===== config.mk =====
export PLATFORM = sky130hd
export DESIGN_NAME = burst_col_seq
export DESIGN_NICKNAME = d
export VERILOG_FILES = /design/src/rtl/burst_seq_pkg.sv /design/src/rtl/burst_len_decode.sv /design/src/rtl/burst_beat_ctrl.sv /design/src/rtl/burst_low_gen.sv /design/src/rtl/burst_col_seq.sv
export SDC_FILE = /design/constraint.sdc
export NUM_CORES = 1
export LEC_CHECK = 0
export ABC_AREA = 1
export ABC_CLOCK_PERIOD_IN_PS = 4000
export BUFFER_PORTS_ARGS = -buffer_cell sky130_fd_sc_hd__buf_2
export CAP_MARGIN = 10
export CORE_MARGIN = 2
export CORE_UTILIZATION = 45
export CTS_BUF_LIST = sky130_fd_sc_hd__clkbuf_16
export DETAILED_ROUTE_END_ITERATION = 10
export GPL_ROUTABILITY_DRIVEN = 0
export MAX_ROUTING_LAYER = met4
export PLACE_DENSITY = 0.7
export SLEW_MARGIN = 10
export SYNTH_ARGS = -nofsm -noshare
export SYNTH_HDL_FRONTEND = slang
export SYNTH_SLANG_ARGS = --single-unit

===== constraint.sdc =====
create_clock -name clk -period 4 [get_ports clk]
set_input_delay 0.8 -clock clk [delete_from_list [all_inputs] [get_ports clk]]
set_output_delay 0.8 -clock clk [all_outputs]
set_load 0.05 [all_outputs]

===== src/rtl/burst_seq_pkg.sv =====
package burst_seq_pkg;

   // widest in-block offset: bursts of up to 8 beats
   localparam int BLK_W = 3;

   typedef enum logic {
      ORD_SEQ   = 1'b0,
      ORD_INTLV = 1'b1
   } burst_order_e;

   // burst-length codes carried in mode_word[2:0]
   localparam logic [2:0] LEN_CODE_2 = 3'b001;
   localparam logic [2:0] LEN_CODE_4 = 3'b010;
   localparam logic [2:0] LEN_CODE_8 = 3'b011;

   // position of the order bit inside the mode word
   localparam int ORDER_BIT = 3;

endpackage


===== src/rtl/burst_len_decode.sv =====
module burst_len_decode
   import burst_seq_pkg::*;
#(
   parameter int CODE_W = 3
) (
   input  logic [CODE_W-1:0] len_code,
   output logic [BLK_W-1:0]  blk_mask,
   output logic              reserved
);

   if (CODE_W != 3) begin : g_bad_code
      $error("burst_len_decode: CODE_W must be 3");
   end

   always_comb begin
      blk_mask = '0;
      reserved = 1'b0;
      unique case (len_code)
         LEN_CODE_2: blk_mask = 3'b001;
         LEN_CODE_4: blk_mask = 3'b011;
         LEN_CODE_8: blk_mask = 3'b111;
         default:    reserved = 1'b1;
      endcase
   end

endmodule


===== src/rtl/burst_beat_ctrl.sv =====
module burst_beat_ctrl
   import burst_seq_pkg::*;
(
   input  logic             clk,
   input  logic             rst,
   input  logic             start,
   input  logic [BLK_W-1:0] mask_in,
   input  logic             reserved,
   input  logic             order_in,
   output logic             load,
   output logic             active,
   output logic [BLK_W-1:0] beat,
   output logic [BLK_W-1:0] mask_q,
   output logic             order_q,
   output logic             last,
   output logic             err
);

   logic window;

   // the final beat counts as free so that bursts can run back to back
   assign last   = active && (beat == mask_q);
   assign window = !active || last;
   assign load   = start && window && !reserved;

   always_ff @(posedge clk) begin
      if (rst) begin
         active  <= 1'b0;
         beat    <= '0;
         mask_q  <= '0;
         order_q <= 1'b0;
         err     <= 1'b0;
      end else begin
         err <= start && window && reserved;
         if (load) begin
            active  <= 1'b1;
            beat    <= '0;
            mask_q  <= mask_in;
            order_q <= order_in;
         end else if (last) begin
            active <= 1'b0;
            beat   <= '0;
         end else if (active) begin
            beat <= beat + 1'b1;
         end
      end
   end

endmodule


===== src/rtl/burst_low_gen.sv =====
module burst_low_gen
   import burst_seq_pkg::*;
(
   input  logic [BLK_W-1:0] start_low,
   input  logic [BLK_W-1:0] beat,
   input  logic [BLK_W-1:0] mask,
   input  logic             order,
   output logic [BLK_W-1:0] low_out
);

   logic [BLK_W-1:0] seq_sum;
   logic [BLK_W-1:0] xor_val;

   assign seq_sum = start_low + beat;
   assign xor_val = start_low ^ beat;

   // per bit: inside the block take the ordered value, outside keep the start
   for (genvar i = 0; i < BLK_W; i++) begin : g_bit
      always_comb begin
         if (!mask[i])
            low_out[i] = start_low[i];
         else if (order == ORD_INTLV)
            low_out[i] = xor_val[i];
         else
            low_out[i] = seq_sum[i];
      end
   end

endmodule


===== src/rtl/burst_col_seq.sv =====
module burst_col_seq
   import burst_seq_pkg::*;
#(
   parameter int COL_W  = 10,
   parameter int MODE_W = 4
) (
   input  logic              clk,
   input  logic              rst,
   input  logic              start,
   input  logic [COL_W-1:0]  start_col,
   input  logic [MODE_W-1:0] mode_word,
   output logic [COL_W-1:0]  col_addr,
   output logic              addr_valid,
   output logic              burst_last,
   output logic              len_err
);

   localparam int HI_W = COL_W - BLK_W;

   if (COL_W < BLK_W) begin : g_bad_col
      $error("burst_col_seq: COL_W must be at least 3");
   end
   if (MODE_W <= ORDER_BIT) begin : g_bad_mode
      $error("burst_col_seq: MODE_W must cover the order bit");
   end

   logic [BLK_W-1:0] dec_mask;
   logic             dec_rsv;
   logic             load;
   logic             active;
   logic [BLK_W-1:0] beat;
   logic [BLK_W-1:0] mask_q;
   logic             order_q;
   logic             last;
   logic             err;
   logic [COL_W-1:0] col_q;
   logic [BLK_W-1:0] low_addr;

   burst_len_decode #(.CODE_W(3)) i_dec (
      .len_code (mode_word[2:0]),
      .blk_mask (dec_mask),
      .reserved (dec_rsv)
   );

   burst_beat_ctrl i_ctrl (
      .clk      (clk),
      .rst      (rst),
      .start    (start),
      .mask_in  (dec_mask),
      .reserved (dec_rsv),
      .order_in (mode_word[ORDER_BIT]),
      .load     (load),
      .active   (active),
      .beat     (beat),
      .mask_q   (mask_q),
      .order_q  (order_q),
      .last     (last),
      .err      (err)
   );

   always_ff @(posedge clk) begin
      if (rst)
         col_q <= '0;
      else if (load)
         col_q <= start_col;
   end

   burst_low_gen i_low (
      .start_low (col_q[BLK_W-1:0]),
      .beat      (beat),
      .mask      (mask_q),
      .order     (order_q),
      .low_out   (low_addr)
   );

   if (HI_W > 0) begin : g_hi
      assign col_addr = {col_q[COL_W-1:BLK_W], low_addr};
   end else begin : g_nohi
      assign col_addr = low_addr;
   end

   assign addr_valid = active;
   assign burst_last = last;
   assign len_err    = err;

endmodule


## After elaboration in Yosys (flattened, before gate mapping)

Index checks and enable logic that the tools add are counted.
W data, S select, Z words.

| storage, ports and cells | value |
|---|---|
| memory bits (read-only) | 0 |
| bits in registers | 19 |
| latch bits | 0 |
| memories kept | 0 |
| word-level logic and storage cells | 32 |
| output and inout port bits | 13 |
| input port bits | 17 |
| RAM bits | 0 |

| cells by class | value |
|---|---|
| mux-type cells | 10 |
| equality and inequality tests | 4 |
| add/sub/neg operators | 2 |
| div/mod/pow operators | 0 |
| reductions and logical operators | 9 |
| magnitude comparators | 0 |
| bitwise gates (word level) | 1 |
| shifts and indexed selects | 0 |
| $mul | 0 |

Operators by type and width:

| kind | count |
|---|---|
| $mux W1 | 9 |
| $pmux W3 S3 | 1 |
| $eq A3 B2 Y1 const B | 2 |
| $reduce_or A3 Y1 | 2 |
| $logic_and A1 B1 Y1 | 4 |
| $add A3 B1 Y3 const B | 1 |
| $add A3 B3 Y3 | 1 |
| $eq A3 B1 Y1 const B | 1 |
| $eq A3 B3 Y1 | 1 |
| $xor A3 B3 Y3 | 1 |
| $reduce_bool A2 Y1 | 1 |
| $logic_not A1 Y1 | 1 |
| $logic_or A1 B1 Y1 | 1 |

## Longest topological paths before layout

| depth | value |
|---|---|
| depth after elaboration | 6 |
| gate-level depth with buffers | 10 |
| gate-level depth less buffers | 9 |

## Cells and area by module

Synthesis repeated with hierarchy kept, for this count alone.

| second synthesis, totals | value |
|---|---|
| cell total of the unflattened synthesis | 165 |
| area, all modules | 1109.8 µm² |

Modules (own cells, without submodules):

| module | instances | area an instance (µm²) | cells each |
|---|---|---|---|
| burst_beat_ctrl | 1 | 485.5 | 69 |
| burst_col_seq | 1 | 471.7 | 70 |
| burst_low_gen | 1 | 121.4 | 18 |
| burst_len_decode | 1 | 31.3 | 8 |

## Worst setup path after synthesis

OpenSTA, ideal clock, no wires.

| timing path | value |
|---|---|
| path kind | register to output |
| start point | register i_ctrl.beat[0] |
| end point | output port col_addr[2] |
| stages on the path, launching flop included | 7 |
| data arrival time | 1.899 ns |
| path buffers | 0 |
| required time | 3.200 ns |
| path slack | 1.301 ns |
| cells stage by stage | dfxtp_1 ha_1 fa_1 nand2_1 a21boi_0 o21ai_0 xor2_1 |

| on the way | value |
|---|---|
| cells in the longest elaborated chain, start to end | 3 |

Ends and longest elaborated chain:

| what | RTL line | RTL |
|---|---|---|
| start: declaration | burst_beat_ctrl.sv:12 | `output logic [BLK_W-1:0] beat,` |
| start signal: assignment | burst_beat_ctrl.sv:44 | `beat <= beat + 1'b1;` |
| $add A3 B3 Y3 | burst_low_gen.sv:14 | `assign seq_sum = start_low + beat;` |
| $mux W1 | burst_low_gen.sv:22 | `else if (order == ORD_INTLV)` |
| $mux W1 | burst_low_gen.sv:20 | `if (!mask[i])` |
| end: declaration | burst_col_seq.sv:12 | `output logic [COL_W-1:0] col_addr,` |

Every way passes these cells.

## Worst setup path in the final report

Same ends and word-level chain as after synthesis.

==> reports/metrics.yaml <==
cts-root-buf: "clkbuf_16"
overflow: 0
start_util: 0.470
startpoint_type: "flip-flop"
area_growth_pct: 15.6
dpl.hpwl_mm: 1.60
ctsHoldBuffers: 0
grt_pass1_vias: 868
antenna_found_initial: 0
ios: 30
setup_tns_ns: 0
syn_area_per_cell_um2: 6.96
hold_viol: 0
avgViaCountPerCell: 4.60
detail_route.wl_per_cell_um: 10.3
die_area_um2: 2990
ys_seq_elements: 19
vias: 998
fin_skew_ns: 0.000919
hold_path_class: "reg -> reg"
grt_pass1_wl_mm: 3.71
p_leak_nw: 0.752
max_freq_mhz: 370
cts_tree: "yes"
maxCapViolations: 0
die_height_um: 54.7
portBuffers: 29
cellPowerDensity_nw_per_um2: 387
crit_path_max_fanout: 5
multi_input_area_um2: 528
min_period_over_period: 0.675
grt_usage: 0.178
status: "finished clean"
grt_max_degree: 19
antenna_cells_inserted: 0
hp-start: "i_ctrl.mask_q[0]"
cts.sinks: 19
post_cts_buffers: 0
ys_types: 28
met1Wirelength_mm: 1.01
clk_latency_ns: 0.25
final_nets: 209
coreArea_um2: 2450
syn_area_um2: 1150
drc: 0
met3WireLength_um: 107
die_width_um: 54.7
cts_buffers: 3
relSlewSlack: 0.588
rows: 18
dr.pass1.iters: 4
detail-route-antenna-nets: 0
tightest_slew_ns: 0.618
htree_levels: 1
end_kind: "primary output"
drive_gt1_frac: 0.289
slew_violations: 0
worstPathRequired_ns: 3.20
irDropWorstVdd_uv: 258
regArea_um2: 380
wl_mm: 2.23
worstReg2RegStart: "i_ctrl.beat[0]"
clockBufferDepth: 2
yosys_warnings: 0
min_period_ns: 2.70
highest_layer: "met4"
layout_common_cells: "38 x inv_1, 30 x nand2_1, 29 x buf_2, 19 x dfxtp_1, 14 x nand4_1"
setup_violations: 0
synthCells: 166
path_clk_slew_ns: 0.05
utilization: 0.544
synth.net_count: 187
dr_wl_met2_mm: 1.07
seq_area_frac_synth: 0.329
final_common_cell: "inv_1"
drt-initial-drc-count: 15
critPathArrivalTime_ns: 1.90
rsz0062_at_grt: "no"
critPathLaunch: "i_ctrl.beat[0]"
cts_resized: 0
fill_cells: 263
crit_type: "reg -> out"
-- power breakdown --
part           total (W)  internal, W  switching (W)
logic           0.000109    0.0000327      0.0000763
clock network   0.000199     0.000133      0.0000659
registers       0.000208     0.000201     0.00000790
-- cells by family after synthesis --
logic type	Yosys count	synth area share
buf+inv	56	0.213
flops	19	0.329
compound gates	8	0.0412
xor+xnor	4	0.0368
simple gates	75	0.329
fa+ha+maj	4	0.0498
-- synthesized netlist by cell type --
library cell,n,share of area
nand2_2,5,0.027
nand3_2,2,0.017
inv_1,37,0.12
o22ai_1,1,0.0054
a21boi_0,1,0.0065
nand2_4,1,0.0098
inv_2,6,0.020
o21ai_0,3,0.013
nand3_1,3,0.013
dfxtp_1,19,0.33
buf_6,1,0.0098
ha_1,3,0.033
nor2_1,13,0.042
buf_2,2,0.0087
a21oi_2,1,0.0076
nor3_1,1,0.0043
a21oi_1,2,0.0087
nand3_4,1,0.015
xor2_1,2,0.015
nand2_1,30,0.098
xnor2_1,1,0.0076
clkinv_1,1,0.0032
clkbuf_1,2,0.0065
buf_4,7,0.046
nand4_1,14,0.076
fa_1,1,0.017
nor2_2,5,0.027
xnor2_2,1,0.014
-- metrics by stage --
step                hold WS (ns)  instances  total power (W)  setup WS (ns)  instance area [µm²]
detailed placement         0.486        213         0.000322           1.59                 1260
floorplan                  0.459        166         0.000303           1.30                 1150
CTS                        0.493        217         0.000521           1.30                 1340
finish                     0.494        217         0.000516           1.30                 1340
global placement           0.479        213         0.000319           1.59                 1260
global route               0.530        217         0.000541           1.21                 1340
-- registers in the layout, summed over array words and instances, names as in the netlist --
| signal | cells |
|---|---|
| i_ctrl.err | 1 |
| i_ctrl.mask_q | 3 |
| i_ctrl.active | 1 |
| col_q | 10 |
| i_ctrl.order_q | 1 |
| i_ctrl.beat | 3 |
-- layout make-up --
type	instances	share of cell area
multi-input combinational	91	0.396
clock inverter	1	0.00281
clock buffer	3	0.0562
inverter	44	0.124
tap	30	0.0281
sequential	19	0.285
timing repair buffer	29	0.109
-- per-layer routing --
metal,global-route usage,up-vias
met5,-,-
met4,0.0708,0
met2,0.278,25
met1,0.224,435
li1,-,533
met3,0.0355,5
-- final timing paths --
check	endpoint	slack [ns]	depth (start not counted)
worst max register to register	i_ctrl.beat[0]	2.50	7
worst min-delay path	i_ctrl.mask_q[0]	0.49	2
worst min register to register	i_ctrl.mask_q[0]	0.49	2
worst max-delay path	col_addr[2]	1.30	7
-- worst max-delay path, stage by stage, from the launching register on --
cell and delay (ns):
dfxtp_1 0.36, ha_1 0.23, fa_1 0.35, nand2_1 0.09
a21boi_0 0.07, o21ai_0 0.10, xor2_1 0.17, buf_2 0.28
(Power assumes the default switching activity.)
